[config.mk]
export PLATFORM = sky130hd
export DESIGN_NAME = sysfeed_serializer
export DESIGN_NICKNAME = d
export VERILOG_FILES = /design/src/rtl/sysfeed_pkg.sv /design/src/rtl/sysfeed_operand_sel.sv /design/src/rtl/sysfeed_byte_ser.sv /design/src/rtl/sysfeed_serializer.sv
export SDC_FILE = /design/constraint.sdc
export NUM_CORES = 1
export LEC_CHECK = 0
export BUFFER_PORTS_ARGS = -buffer_cell sky130_fd_sc_hd__buf_4
export CORE_MARGIN = 3
export CORE_UTILIZATION = 49
export DETAILED_ROUTE_END_ITERATION = 8
export GPL_ROUTABILITY_DRIVEN = 0
export PLACE_DENSITY = 0.8
export SLEW_MARGIN = 0
export SYNTH_ARGS = -nofsm -noshare
export SYNTH_HDL_FRONTEND = slang
export SYNTH_HIERARCHICAL = 1
export SYNTH_SLANG_ARGS = --single-unit
[constraint.sdc]
create_clock -name clk -period 3 [get_ports clk]
set_input_delay 0.3 -clock clk [delete_from_list [all_inputs] [get_ports clk]]
set_output_delay 0.3 -clock clk [all_outputs]
set_load 0.005 [all_outputs]
[src/rtl/sysfeed_pkg.sv]
package sysfeed_pkg;
   // Default geometry of the scheduler.
   localparam int SF_DIM    = 2;
   localparam int SF_DATA_W = 8;
   localparam int SF_CYC_W  = 3;

   // Cycle in which the last cell of a DIM x DIM grid holds its final sum:
   // the last operands enter at cycle 2*(DIM-1) and need DIM-1 more hops.
   function automatic int capt_cycle(input int dim);
      return 3 * dim - 2;
   endfunction
endpackage

[src/rtl/sysfeed_operand_sel.sv]
module sysfeed_operand_sel #(
   parameter int DIM    = 2,
   parameter int DATA_W = 8,
   parameter int CYC_W  = 3
) (
   input  logic                      en,
   input  logic [CYC_W-1:0]          cyc,
   input  logic                      transpose,
   input  logic [DIM*DIM*DATA_W-1:0] a_mat,
   input  logic [DIM*DIM*DATA_W-1:0] b_mat,
   output logic [DIM*DATA_W-1:0]     row_ops,
   output logic [DIM*DATA_W-1:0]     col_ops
);
   // Lane i takes its k-th term in cycle i+k; anything else drives zero.
   always_comb begin
      row_ops = '0;
      if (en) begin
         for (int i = 0; i < DIM; i++) begin
            for (int k = 0; k < DIM; k++) begin
               if (cyc == CYC_W'(i + k))
                  row_ops[i*DATA_W +: DATA_W] = a_mat[(i*DIM + k)*DATA_W +: DATA_W];
            end
         end
      end
   end

   // Column lane j: plain product walks B down column j, transposed
   // product walks B along row j; the schedule is identical.
   always_comb begin
      col_ops = '0;
      if (en) begin
         for (int j = 0; j < DIM; j++) begin
            for (int k = 0; k < DIM; k++) begin
               if (cyc == CYC_W'(j + k)) begin
                  if (transpose)
                     col_ops[j*DATA_W +: DATA_W] = b_mat[(j*DIM + k)*DATA_W +: DATA_W];
                  else
                     col_ops[j*DATA_W +: DATA_W] = b_mat[(k*DIM + j)*DATA_W +: DATA_W];
               end
            end
         end
      end
   end
endmodule

[src/rtl/sysfeed_byte_ser.sv]
module sysfeed_byte_ser #(
   parameter int DATA_W = 8,
   parameter int NRES   = 4
) (
   input  logic                       clk,
   input  logic                       rst,
   input  logic                       capture,
   input  logic [NRES*2*DATA_W-1:0]   res_flat,
   output logic [DATA_W-1:0]          host_byte,
   output logic                       done
);
   localparam int RES_W  = 2 * DATA_W;
   localparam int NBYTES = 2 * NRES;
   localparam int CNT_W  = $clog2(NBYTES);

   logic [RES_W-1:0]  res_q [NRES];
   logic [DATA_W-1:0] tail_q;
   logic [CNT_W-1:0]  rem_q;
   logic [CNT_W-1:0]  idx;

   // Byte index being emitted next: NBYTES - rem, modulo a power of two.
   assign idx = CNT_W'(0) - rem_q;

   always_ff @(posedge clk) begin
      if (rst) begin
         rem_q     <= '0;
         done      <= 1'b0;
         host_byte <= '0;
         tail_q    <= '0;
         for (int n = 0; n < NRES; n++) res_q[n] <= '0;
      end else if (capture) begin
         for (int n = 0; n < NRES; n++) res_q[n] <= res_flat[n*RES_W +: RES_W];
         host_byte <= res_flat[RES_W-1:DATA_W];
         tail_q    <= res_flat[DATA_W-1:0];
         rem_q     <= CNT_W'(NBYTES - 1);
         done      <= 1'b1;
      end else if (rem_q != '0) begin
         rem_q <= rem_q - 1'b1;
         done  <= 1'b1;
         if (idx[0]) begin
            host_byte <= tail_q;
         end else begin
            host_byte <= res_q[idx[CNT_W-1:1]][RES_W-1:DATA_W];
            tail_q    <= res_q[idx[CNT_W-1:1]][DATA_W-1:0];
         end
      end else begin
         done      <= 1'b0;
         host_byte <= '0;
      end
   end
endmodule

[src/rtl/sysfeed_serializer.sv]
module sysfeed_serializer
   import sysfeed_pkg::*;
#(
   parameter int DIM      = SF_DIM,
   parameter int DATA_W   = SF_DATA_W,
   parameter int CYC_W    = SF_CYC_W,
   parameter int CAPT_CYC = capt_cycle(SF_DIM)
) (
   input  logic                          clk,
   input  logic                          rst,
   input  logic                          en,
   input  logic [CYC_W-1:0]              cyc,
   input  logic                          transpose,
   input  logic [DIM*DIM*DATA_W-1:0]     a_mat,
   input  logic [DIM*DIM*DATA_W-1:0]     b_mat,
   input  logic [DIM*DIM*2*DATA_W-1:0]   results,
   output logic [DIM*DATA_W-1:0]         row_ops,
   output logic [DIM*DATA_W-1:0]         col_ops,
   output logic [DATA_W-1:0]             host_byte,
   output logic                          done,
   output logic                          array_clear
);
   localparam int NRES   = DIM * DIM;
   localparam int NBYTES = 2 * NRES;

   // Elaboration-time consistency of the parameter set.
   if (NBYTES != (1 << CYC_W)) begin : g_bad_period
      $error("byte count %0d must equal cycle period %0d", NBYTES, 1 << CYC_W);
   end
   if (CAPT_CYC < capt_cycle(DIM) || CAPT_CYC >= (1 << CYC_W)) begin : g_bad_capt
      $error("capture cycle %0d outside the legal window", CAPT_CYC);
   end
   if (DATA_W < 1) begin : g_bad_width
      $error("operand width must be positive");
   end

   logic capture;
   assign capture     = en && (cyc == CYC_W'(CAPT_CYC));
   assign array_clear = capture;

   sysfeed_operand_sel #(
      .DIM    (DIM),
      .DATA_W (DATA_W),
      .CYC_W  (CYC_W)
   ) u_sel (
      .en        (en),
      .cyc       (cyc),
      .transpose (transpose),
      .a_mat     (a_mat),
      .b_mat     (b_mat),
      .row_ops   (row_ops),
      .col_ops   (col_ops)
   );

   sysfeed_byte_ser #(
      .DATA_W (DATA_W),
      .NRES   (NRES)
   ) u_ser (
      .clk       (clk),
      .rst       (rst),
      .capture   (capture),
      .res_flat  (results),
      .host_byte (host_byte),
      .done      (done)
   );
endmodule

======== After elaboration in Yosys (flattened, before gate mapping) ========
Memories as Yosys holds them, arrays and structs flattened.
Cells that the tools add are included.
Widths: inputs -> output; s select.
storage, ports and cells
  register bits after elaboration ......... 20
  bits in writable memories ............... 64
  bits of input ports ..................... 135
  logic and storage cells ................. 51
  memories kept ........................... 1
memories
  memory       words  width  rd ports  clocked after Yosys merged registers in  write ports  line                    source
  u_ser.res_q  4      16     1         0                                        4            sysfeed_byte_ser.sv:16  logic [RES_W-1:0] res_q [NRES];
cells by class
  add/sub/neg operators ................... 2
  equal/unequal tests ..................... 4
  muxes and demuxes ....................... 31
  bitwise operators ....................... 4
  reductions and logical operators ........ 5
operators with widths
  operator             count
  $mux 8               16
  $mux 16              6
  $mux 1               7
  $mux 3               2
  $or 1x1->1           4
  $eq 3x1->1 const B   1
  $eq 3x2->1 const B   1
  $eq 3x3->1 const B   1
  $logic_not 3->1      1
  $reduce_bool 3->1    1
  $sub 1x3->3 const A  1
  $sub 3x1->3 const B  1
  $ne 2x2->1 const B   1
  $reduce_and 2->1     1
  $reduce_bool 2->1    1
  $logic_and 1x1->1    1

======== Depth between registers and ports, before layout ========
Gate-level depths: netlist of the first run.
  depth after elaboration ................. 6
  mapped depth ............................ 9
  gate-level depth less buffers ........... 6

======== By module ========
Netlist of the first run, hierarchy kept.
modules (own cells, without submodules)
  module               instances  cells each  area an instance (sq um)
  sysfeed_byte_ser     1          261         3692.3
  sysfeed_operand_sel  1          79          661.9
  sysfeed_serializer   1          1           12.5

======== Worst setup path before layout of the first run ========
Ideal clock, no wire load.
  path type ............................... input to register
  start ................................... in cyc[0]
  end ..................................... mem u_ser/res_q[0][0] (netlist bit), enable pin
  setup time .............................. 394 ps
  arrival ................................. 1993 ps
  data required time ...................... 2606 ps
  path slack .............................. 613 ps
  cell stages on the path ................. 4
  buffers on the path ..................... 2
  cell sequence ........................... and4bb_2 > buf_2 > clkbuf_1 > or2_2
RTL lines
  what             line                      source
  start, declared  sysfeed_serializer.sv:12  input logic [CYC_W-1:0] cyc,
  end, declared    sysfeed_byte_ser.sv:16

======== Worst setup path in the final report of the first run ========
  start ................................... reg u_ser.rem_q[0]
  end ..................................... reg u_ser.host_byte[7]
between the ends
  longest elaborated chain between the ends .. 5
  elaborated cells between the ends (all ways) .. 6
  classes of those cells .................. add/sub: 1; mux: 3; reduce/logical: 1; memory: 1
RTL lines
  what                    line                    source
  start, declared         sysfeed_byte_ser.sv:18  logic [CNT_W-1:0] rem_q;
  start signal, assigned  sysfeed_byte_ser.sv:35  rem_q <= CNT_W'(NBYTES - 1);
  start signal, assigned  sysfeed_byte_ser.sv:38  rem_q <= rem_q - 1'b1;
  $sub 1x3->3             sysfeed_byte_ser.sv:22  assign idx = CNT_W'(0) - rem_q;
  $mem_v2 4x16            --
  $mux 8                  sysfeed_byte_ser.sv:40  if (idx[0]) begin
  $mux 8 *                sysfeed_byte_ser.sv:37  end else if (rem_q != '0) begin
  $mux 8 *                sysfeed_byte_ser.sv:31  end else if (capture) begin
  end signal, assigned    sysfeed_byte_ser.sv:33  host_byte <= res_flat[RES_W-1:DATA_W];
  end signal, assigned    sysfeed_byte_ser.sv:41  host_byte <= tail_q;
  end signal, assigned    sysfeed_byte_ser.sv:43  host_byte <= res_q[idx[CNT_W-1:1]][RES_W-1:DATA_W];
  end, declared           sysfeed_byte_ser.sv:9   output logic [DATA_W-1:0] host_byte,
Mark *: on every way between the ends. The rest lies on a longest branch, timed or not.
A chain may end at the register's enable or synchronous reset.

==> results of run 1 <==
## layout make-up
class | instances | area [um^2] | area share, %
multi-input cells | 207 | 1760 | 30.23
clock inverters | 5 | 31.28 | 0.5372
clock buffers | 11 | 131.4 | 2.256
inverters | 20 | 75.07 | 1.289
well taps | 105 | 131.4 | 2.256
flip-flops and latches | 84 | 2322 | 39.88
repair buffers | 181 | 1371 | 23.55
## cells in the mapped netlist (all sizes together)
library cell  number
a21oi              4
a211oi             8
nor4bb             1
nor2              16
or3b               1
xnor2              1
nor2b              2
and4bb             2
or2                2
mux2i             24
nor4b              1
nand4bb            1
mux4               8
buf               19
inv               20
nand2              8
and2              56
a221oi            16
edfxtp            64
clkbuf            11
mux2              17
nor3b              1
nor3               9
o2bb2ai            8
dfxtp             20
nor4               1
a22o               8
a222oi             8
ha                 3
xor2               1
## cells in the final DEF, fill, tap and decap left out, types with 4 or more instances in the layout
| cell type | synthesis | final |
|---|---|---|
| sky130_fd_sc_hd__a22o_1 | 8 | 8 |
| sky130_fd_sc_hd__mux2i_1 | 24 | 24 |
| sky130_fd_sc_hd__a222oi_1 | 8 | 8 |
| sky130_fd_sc_hd__clkbuf_8 | 0 | 9 |
| sky130_fd_sc_hd__and2_1 | 56 | 56 |
| sky130_fd_sc_hd__nor3_1 | 8 | 8 |
| sky130_fd_sc_hd__a211oi_1 | 6 | 6 |
| sky130_fd_sc_hd__a21oi_1 | 4 | 4 |
| sky130_fd_sc_hd__nand2_1 | 8 | 8 |
| sky130_fd_sc_hd__edfxtp_1 | 64 | 64 |
| sky130_fd_sc_hd__mux2_2 | 15 | 15 |
| sky130_fd_sc_hd__mux4_2 | 7 | 7 |
| sky130_fd_sc_hd__a221oi_1 | 16 | 16 |
| sky130_fd_sc_hd__dfxtp_1 | 20 | 20 |
| sky130_fd_sc_hd__inv_1 | 20 | 20 |
| sky130_fd_sc_hd__buf_4 | 3 | 180 |
| sky130_fd_sc_hd__nor2_1 | 16 | 16 |
| sky130_fd_sc_hd__o2bb2ai_1 | 8 | 8 |
## sequential cells by signal, indices dropped and copies added, names as in the netlist
| signal | flops |
|---|---|
| u_ser/done | 1 |
| u_ser/host_byte | 8 |
| u_ser/rem_q | 3 |
| u_ser/res_q | 64 |
| u_ser/tail_q | 8 |
## final timing paths
path	start	slack (ps)	depth (start not counted)	endpoint
max	u_ser/rem_q[0]	600	5	u_ser/host_byte[7]
min	results[12]	200	3	u_ser/host_byte[4]
max reg2reg	u_ser/rem_q[0]	600	5	u_ser/host_byte[7]
min reg2reg	u_ser/tail_q[1]	500	2	u_ser/host_byte[1]
## per-layer routing
| layer | vias up | GRT usage [%] |
|---|---|---|
| li1 | 1597 | - |
| met1 | 1588 | 24.70 |
| met2 | 160 | 40.01 |
| met3 | 18 | 5.907 |
| met4 | 0 | 6.943 |
| met5 | - | 0 |
## critical path: cells and delay by family, from the launching register on
kind                     cells  cell delay (ps)
AO/OA/AOI/OAI                1              320
buffers and inverters        2              170
multiplexers                 1              630
flip-flops                   1              500
adder cells (fa/ha/maj)      1              680
## cells by family after synthesis
kind of cell | count (synthesis)
buf+inv | 50
xor+xnor | 2
compound gates | 52
simple gates | 101
fa+ha+maj | 3
flops | 84
mux | 49
## power breakdown
| group | switching [mW] | total (mW) | leakage (nW) | internal [mW] |
|---|---|---|---|---|
| combinational | 0.624 | 1.36 | 1.66 | 0.741 |
| sequential | 0.0821 | 1.49 | 0.784 | 1.41 |
| clock | 0.387 | 0.684 | 0.0730 | 0.297 |
| total | 1.09 | 3.54 | 2.52 | 2.45 |
## metrics by stage
| step | setup slack (ps) | hold slack, ps |
|---|---|---|
| final | 602.4 | 197.8 |
| after global routing | 349.4 | 188.1 |
| after CTS | 573.1 | 176.1 |
| after detailed placement | 583.2 | 476.1 |
| after global placement | 616.9 | 471.4 |
| after floorplan | 612.8 | 436.4 |
==> impl_metrics.sql, run 1 <==
INSERT INTO impl_metrics (metric_group, metric, value, unit) VALUES
('grt', 'globalRouteOverflowTotal', '0', ''),
('place', 'postPlaceCellArea', '5660', 'um^2'),
('setup_path', 'cpPeakStageDelay', '680', 'ps'),
('setup_path', 'timing.critical_path.from_type', 'register', ''),
('pwr', 'ir_worst_vdd', '504.9', 'uV'),
('setup_path', 'timing.critical_path.arrival', '2630', 'ps'),
('timing', 'slew-limit-headroom', '38.78', '%'),
('floorplanning', 'start_util', '51.84', '%'),
('setup_path', 'timing.critical_path.cells', 'inv_1 -> ha_1 -> mux4_1 -> a222oi_1 -> inv_1', ''),
('timing', 'fmax', '417.1', 'MHz'),
('detailed_routing', 'route.met3.wl', '1016', 'um'),
('pwr', 'pwr_density_cell', '607.9', 'nW/um^2'),
('grt', 'gr-usage-all-layers', '21.90', '%'),
('clock_network', 'worst_setup_hold_path_clk_slew', '90', 'ps'),
('floorplanning', 'io-pin-count', '177', ''),
('detailed_routing', 'final_routed_drc_violation_total', '0', ''),
('detailed_routing', 'number_of_nets_with_antenna_violations_after_detailed_routing', '0', ''),
('final_layout', 'diodes', '0', ''),
('detailed_routing', 'routed_wire_length_per_instance', '18.15', 'um'),
('detailed_routing', 'wl_met1', '3878', 'um'),
('floorplanning', 'fp.dieH', '100.4', 'um'),
('status', 'outcome', 'completed', ''),
('floorplanning', 'fp-row-count', '33', ''),
('timing', 'finalSetupViolCount', '0', ''),
('clock_network', 'tritoncts_num_sinks', '84', ''),
('final_layout', 'area_growth_syn_to_layout', '33.35', '%'),
('detailed_routing', 'vias_per_cell', '5.486', ''),
('final_layout', 'fin_area', '5823', 'um^2'),
('clock_network', 'root_buffer', 'sky130_fd_sc_hd__clkbuf_8', ''),
('final_layout', 'layout.filler_cells', '645', ''),
('synth', 'synth_compound_area_share', '10.32', '%'),
('timing', 'period_share', '79.92', '%'),
('place', 'total_half_perimeter_wirelength_after_legalization_and_detailed_placement', '8378', 'um'),
('synth', 'yosys.area_share.simple', '14.47', '%'),
('grt', 'grt_start_max_net_pins', '38', ''),
('place', 'placedCellCount', '597', ''),
('timing', 'fin_crit', '2398', 'ps'),
('synth', 'netlist_area_before_placement', '4367', 'um^2'),
('clock_network', 'htree_num_levels', '3', ''),
('synth', 'synthXorXnorAreaFrac', '0.4011', '%'),
('synth', 'synthesis.yosys.warnings', '6', ''),
('synth', 'mean_instance_size_in_the_synthesized_netlist', '12.81', 'um^2'),
('clock_network', 'post_cts_buffers', '0', ''),
('detailed_routing', 'wl', '11120', 'um'),
('synth', 'synthesized_netlist_cell_count', '341', ''),
('grt', 'grt_first_pass_wirelength', '17040', 'um'),
('timing', 'skew', '11.47', 'ps'),
('clock_network', 'clock_insertion_delay_worst_skew', '340', 'ps'),
('grt', 'antenna_found_initial', '0', ''),
('synth', 'yosys.area_share.adder', '0.8596', '%'),
('timing', 'unrepaired_setup_endpoints_after_global_routing', 'false', ''),
('synth', 'netlist-cell-type-count', '39', ''),
('place', 'io_buffers', '176', ''),
('timing', 'fin_setup_tns', '0', 'ps'),
('synth', 'yosys-mux-area-fraction', '14.10', '%'),
('floorplanning', 'design.core.area', '8423', 'um^2'),
('clock_network', 'cts_inserted_buffers', '9', ''),
('detailed_routing', 'detail_route.iter0.violations', '293', ''),
('clock_network', 'post_cts.resized_instances', '0', ''),
('setup_path', 'critical_path_class', 'register to register', ''),
('timing', 'slew_viol_final', '0', ''),
('synth', 'synth_top_family_by_area', 'simple AND/OR/NAND/NOR gates', ''),
('pwr', 'p_leak', '2.518', 'nW'),
('run', 'cap_viol_max_count', '0', ''),
('detailed_routing', 'highest_layer', 'met4', ''),
('setup_path', 'path_common_cell', 'sky130_fd_sc_hd__inv_1', ''),
('timing', 'least_margin_pin_slew', '917.0', 'ps'),
('synth', 'synth.top_cell.area_share', '44.01', '%'),
('setup_path', 'critPathSlowestCell', 'sky130_fd_sc_hd__ha_1', ''),
('setup_path', 'setup.worst_path.end_class', 'register', ''),
('grt', 'first_global_vias', '3425', '');
Power figures use the tool's default switching activity.
==> run 2: changes to the inputs <==
==> constraint.sdc (replaced) <==
create_clock -name clk -period 2.3 [get_ports clk]
set_input_delay 0.23 -clock clk [delete_from_list [all_inputs] [get_ports clk]]
set_output_delay 0.23 -clock clk [all_outputs]
set_load 0.005 [all_outputs]
==> impl_metrics.sql, run 2 (synthesis results as in run 1) <==
INSERT INTO impl_metrics (metric_group, metric, value, unit) VALUES
('pwr', 'ir_worst_vdd', '523.0', 'uV'),
('pwr', 'power_switching', '1.436', 'mW'),
('clock_network', 'tritoncts', 'yes', ''),
('status', 'outcome', 'completed', ''),
('timing', 'fin_setup_tns', '0', 'ps'),
('detailed_routing', 'vias_per_cell', '5.534', ''),
('setup_path', 'r2r_setup_slack', '140', 'ps'),
('final_layout', 'largest_reg_flops', '64', ''),
('clock_network', 'max-clock-path-buffers', '2', ''),
('grt', 'grt_first_pass_wirelength', '17600', 'um'),
('floorplanning', 'io-pin-count', '177', ''),
('place', 'postPlaceCellArea', '5725', 'um^2'),
('timing', 'finalSetupViolCount', '0', ''),
('pwr', 'internal_power', '3.478', 'mW'),
('floorplanning', 'start_util', '51.84', '%'),
('timing', 'slew_viol_final', '0', ''),
('timing', 'skew', '9.370', 'ps'),
('timing', 'fin_crit', '2161', 'ps'),
('grt', 'grt_start_max_net_pins', '45', ''),
('setup_path', 'timing.critical_path.arrival', '2390', 'ps'),
('pwr', 'p_leak', '2.592', 'nW'),
('detailed_routing', 'routed_wire_length_per_instance', '18.51', 'um'),
('final_layout', 'largest_registers', 'u_ser/res_q: 64 flops, u_ser/host_byte: 8 flops, u_ser/tail_q: 8 flops', ''),
('timing', 'least_margin_pin_slew', '791.1', 'ps'),
('floorplanning', 'die_width', '100.4', 'um'),
('pwr', 'power_frac_seq', '39.4', '%'),
('worst_hold_path', 'hold_path_class', 'input pin to register', ''),
('detailed_routing', 'final_routed_drc_violation_total', '0', ''),
('final_layout', 'diodes', '0', ''),
('detailed_routing', 'detailedRoute.firstPassIterationCount', '5', ''),
('final_layout', 'fin_area', '5944', 'um^2'),
('clock_network', 'post_cts.resized_instances', '0', ''),
('detailed_routing', 'detail_route.iter0.violations', '186', ''),
('final_layout', 'max_flop_register', 'u_ser/res_q', ''),
('grt', 'first_global_vias', '3505', ''),
('timing', 'final-hold-violation-count', '0', ''),
('final_layout', 'final_cell_mix', 'sky130_fd_sc_hd__buf_4, sky130_fd_sc_hd__edfxtp_1, sky130_fd_sc_hd__and2_1', ''),
('pwr', 'netSwitchingFraction', '29.22', '%'),
('setup_path', 'required', '2530', 'ps'),
('detailed_routing', 'wl', '11440', 'um'),
('clock_network', 'htree_num_levels', '3', ''),
('grt', 'gr-usage-all-layers', '22.52', '%'),
('detailed_routing', 'num_vias', '3420', ''),
('clock_network', 'post_cts_buffers', '0', ''),
('pwr', 'part_of_the_total_power_dissipated_in_the_clock_network', '23.2', '%'),
('clock_network', 'tritoncts_num_sinks', '84', ''),
('pwr', 'total_power', '4.914', 'mW'),
('final_layout', 'finish.net_count', '646', ''),
('place', 'total_half_perimeter_wirelength_after_legalization_and_detailed_placement', '8767', 'um'),
('setup_path', 'path_max_fanout', '8', ''),
('floorplanning', 'design.core.area', '8423', 'um^2'),
('pwr', 'combPwrFrac', '37.4', '%'),
('timing', 'period_share', '93.94', '%'),
('final_layout', 'area_growth_syn_to_layout', '36.13', '%'),
('final_layout', 'finish.utilization', '70.57', '%'),
('place', 'io_buffers', '176', ''),
('setup_path', 'setup.worst_path.end_class', 'register', ''),
('setup_path', 'critical_path_class', 'register to register', ''),
('run', 'cap_viol_max_count', '0', ''),
('grt', 'globalRouteOverflowTotal', '0', ''),
('final_layout', 'drive_gt1_share', '45.42', '%'),
('clock_network', 'root_buffer', 'sky130_fd_sc_hd__clkbuf_8', ''),
('detailed_routing', 'number_of_nets_with_antenna_violations_after_detailed_routing', '0', ''),
('clock_network', 'ctsHoldBuffers', '0', ''),
('timing', 'fmax', '462.8', 'MHz'),
('final_layout', 'mostFrequentLayoutCell', 'sky130_fd_sc_hd__buf_4', ''),
('clock_network', 'clock_insertion_delay_worst_skew', '350', 'ps'),
('floorplanning', 'fp.dieH', '100.4', 'um'),
('timing', 'slew-limit-headroom', '47.12', '%'),
('floorplanning', 'dieArea', '10080', 'um^2'),
('pwr', 'pwr_density_cell', '826.6', 'nW/um^2'),
('grt', 'antenna_found_initial', '0', ''),
('floorplanning', 'fp-row-count', '33', ''),
('timing', 'unrepaired_setup_endpoints_after_global_routing', 'false', ''),
('clock_network', 'worst_setup_hold_path_clk_slew', '80', 'ps'),
('clock_network', 'cts_inserted_buffers', '9', ''),
('setup_path', 'timing.critical_path.from_type', 'register', '');
==> run 2: changes by cell type in the layout (fill, tap and decap cells not counted), moves of 2 or more <==
cell,previous run,this run
sky130_fd_sc_hd__buf_4,180,183
sky130_fd_sc_hd__buf_12,1,3
sky130_fd_sc_hd__clkinvlp_4,3,0
sky130_fd_sc_hd__bufinv_16,0,2
==> run 2: critical path, stage by stage, from the launching register on <==
cell and delay, ps:
sky130_fd_sc_hd__dfxtp_1 330, sky130_fd_sc_hd__inv_1 80, sky130_fd_sc_hd__ha_1 380, sky130_fd_sc_hd__buf_4 240, sky130_fd_sc_hd__mux4_1 590, sky130_fd_sc_hd__a222oi_1 340
sky130_fd_sc_hd__inv_1 80
==> run 2: through the flow <==
stage,setup slack (ps),std cells,hold WS (ps)
2_1_floorplan,229.9,341,370.9
3_3_place_gp,334.3,602,465.2
3_5_place_dp,212.7,602,472.3
4_1_cts,146.2,618,99.85
5_1_grt,30.39,618,119.6
6_report,139.3,618,118.6
==> run 2: path summary, 6_finish.rpt <==
| kind | from | endpoint | depth (start not counted) |
|---|---|---|---|
| worst max-delay path | u_ser/rem_q[1] | u_ser/host_byte[7] | 6 |
| worst max register to register | u_ser/rem_q[1] | u_ser/host_byte[7] | 6 |
| worst min register to register | u_ser/tail_q[1] | u_ser/host_byte[1] | 2 |
| worst min-delay path | results[10] | u_ser/host_byte[2] | 3 |
==> run 2: layout make-up <==
cell class                 count  area (um^2)
fill                         642         2479
sequential                    84         2322
clock inverter                 4        73.82
timing repair buffer         186         1434
tap                          105        131.4
clock buffer                  12        145.1
multi-input combinational    207         1763
inverter                      20        75.07
==> run 2: routing by layer <==
metal	global-route usage, %	part of all wire [%]
met3	5.351	8.3
met2	40.62	53
met4	10.05	2.8
met5	0	0
met1	25.09	36
==> run 2: power by group through the flow <==
stage / Sequential (mW) / Combinational, mW / Clock [mW]
after global routing: 1.95 / 1.98 / 1.22
after detailed placement: 1.97 / 1.82 / 0
final: 1.93 / 1.84 / 1.14
after global placement: 1.96 / 1.76 / 0
after floorplan: 1.93 / 1.29 / 0
after CTS: 1.94 / 1.84 / 1.16
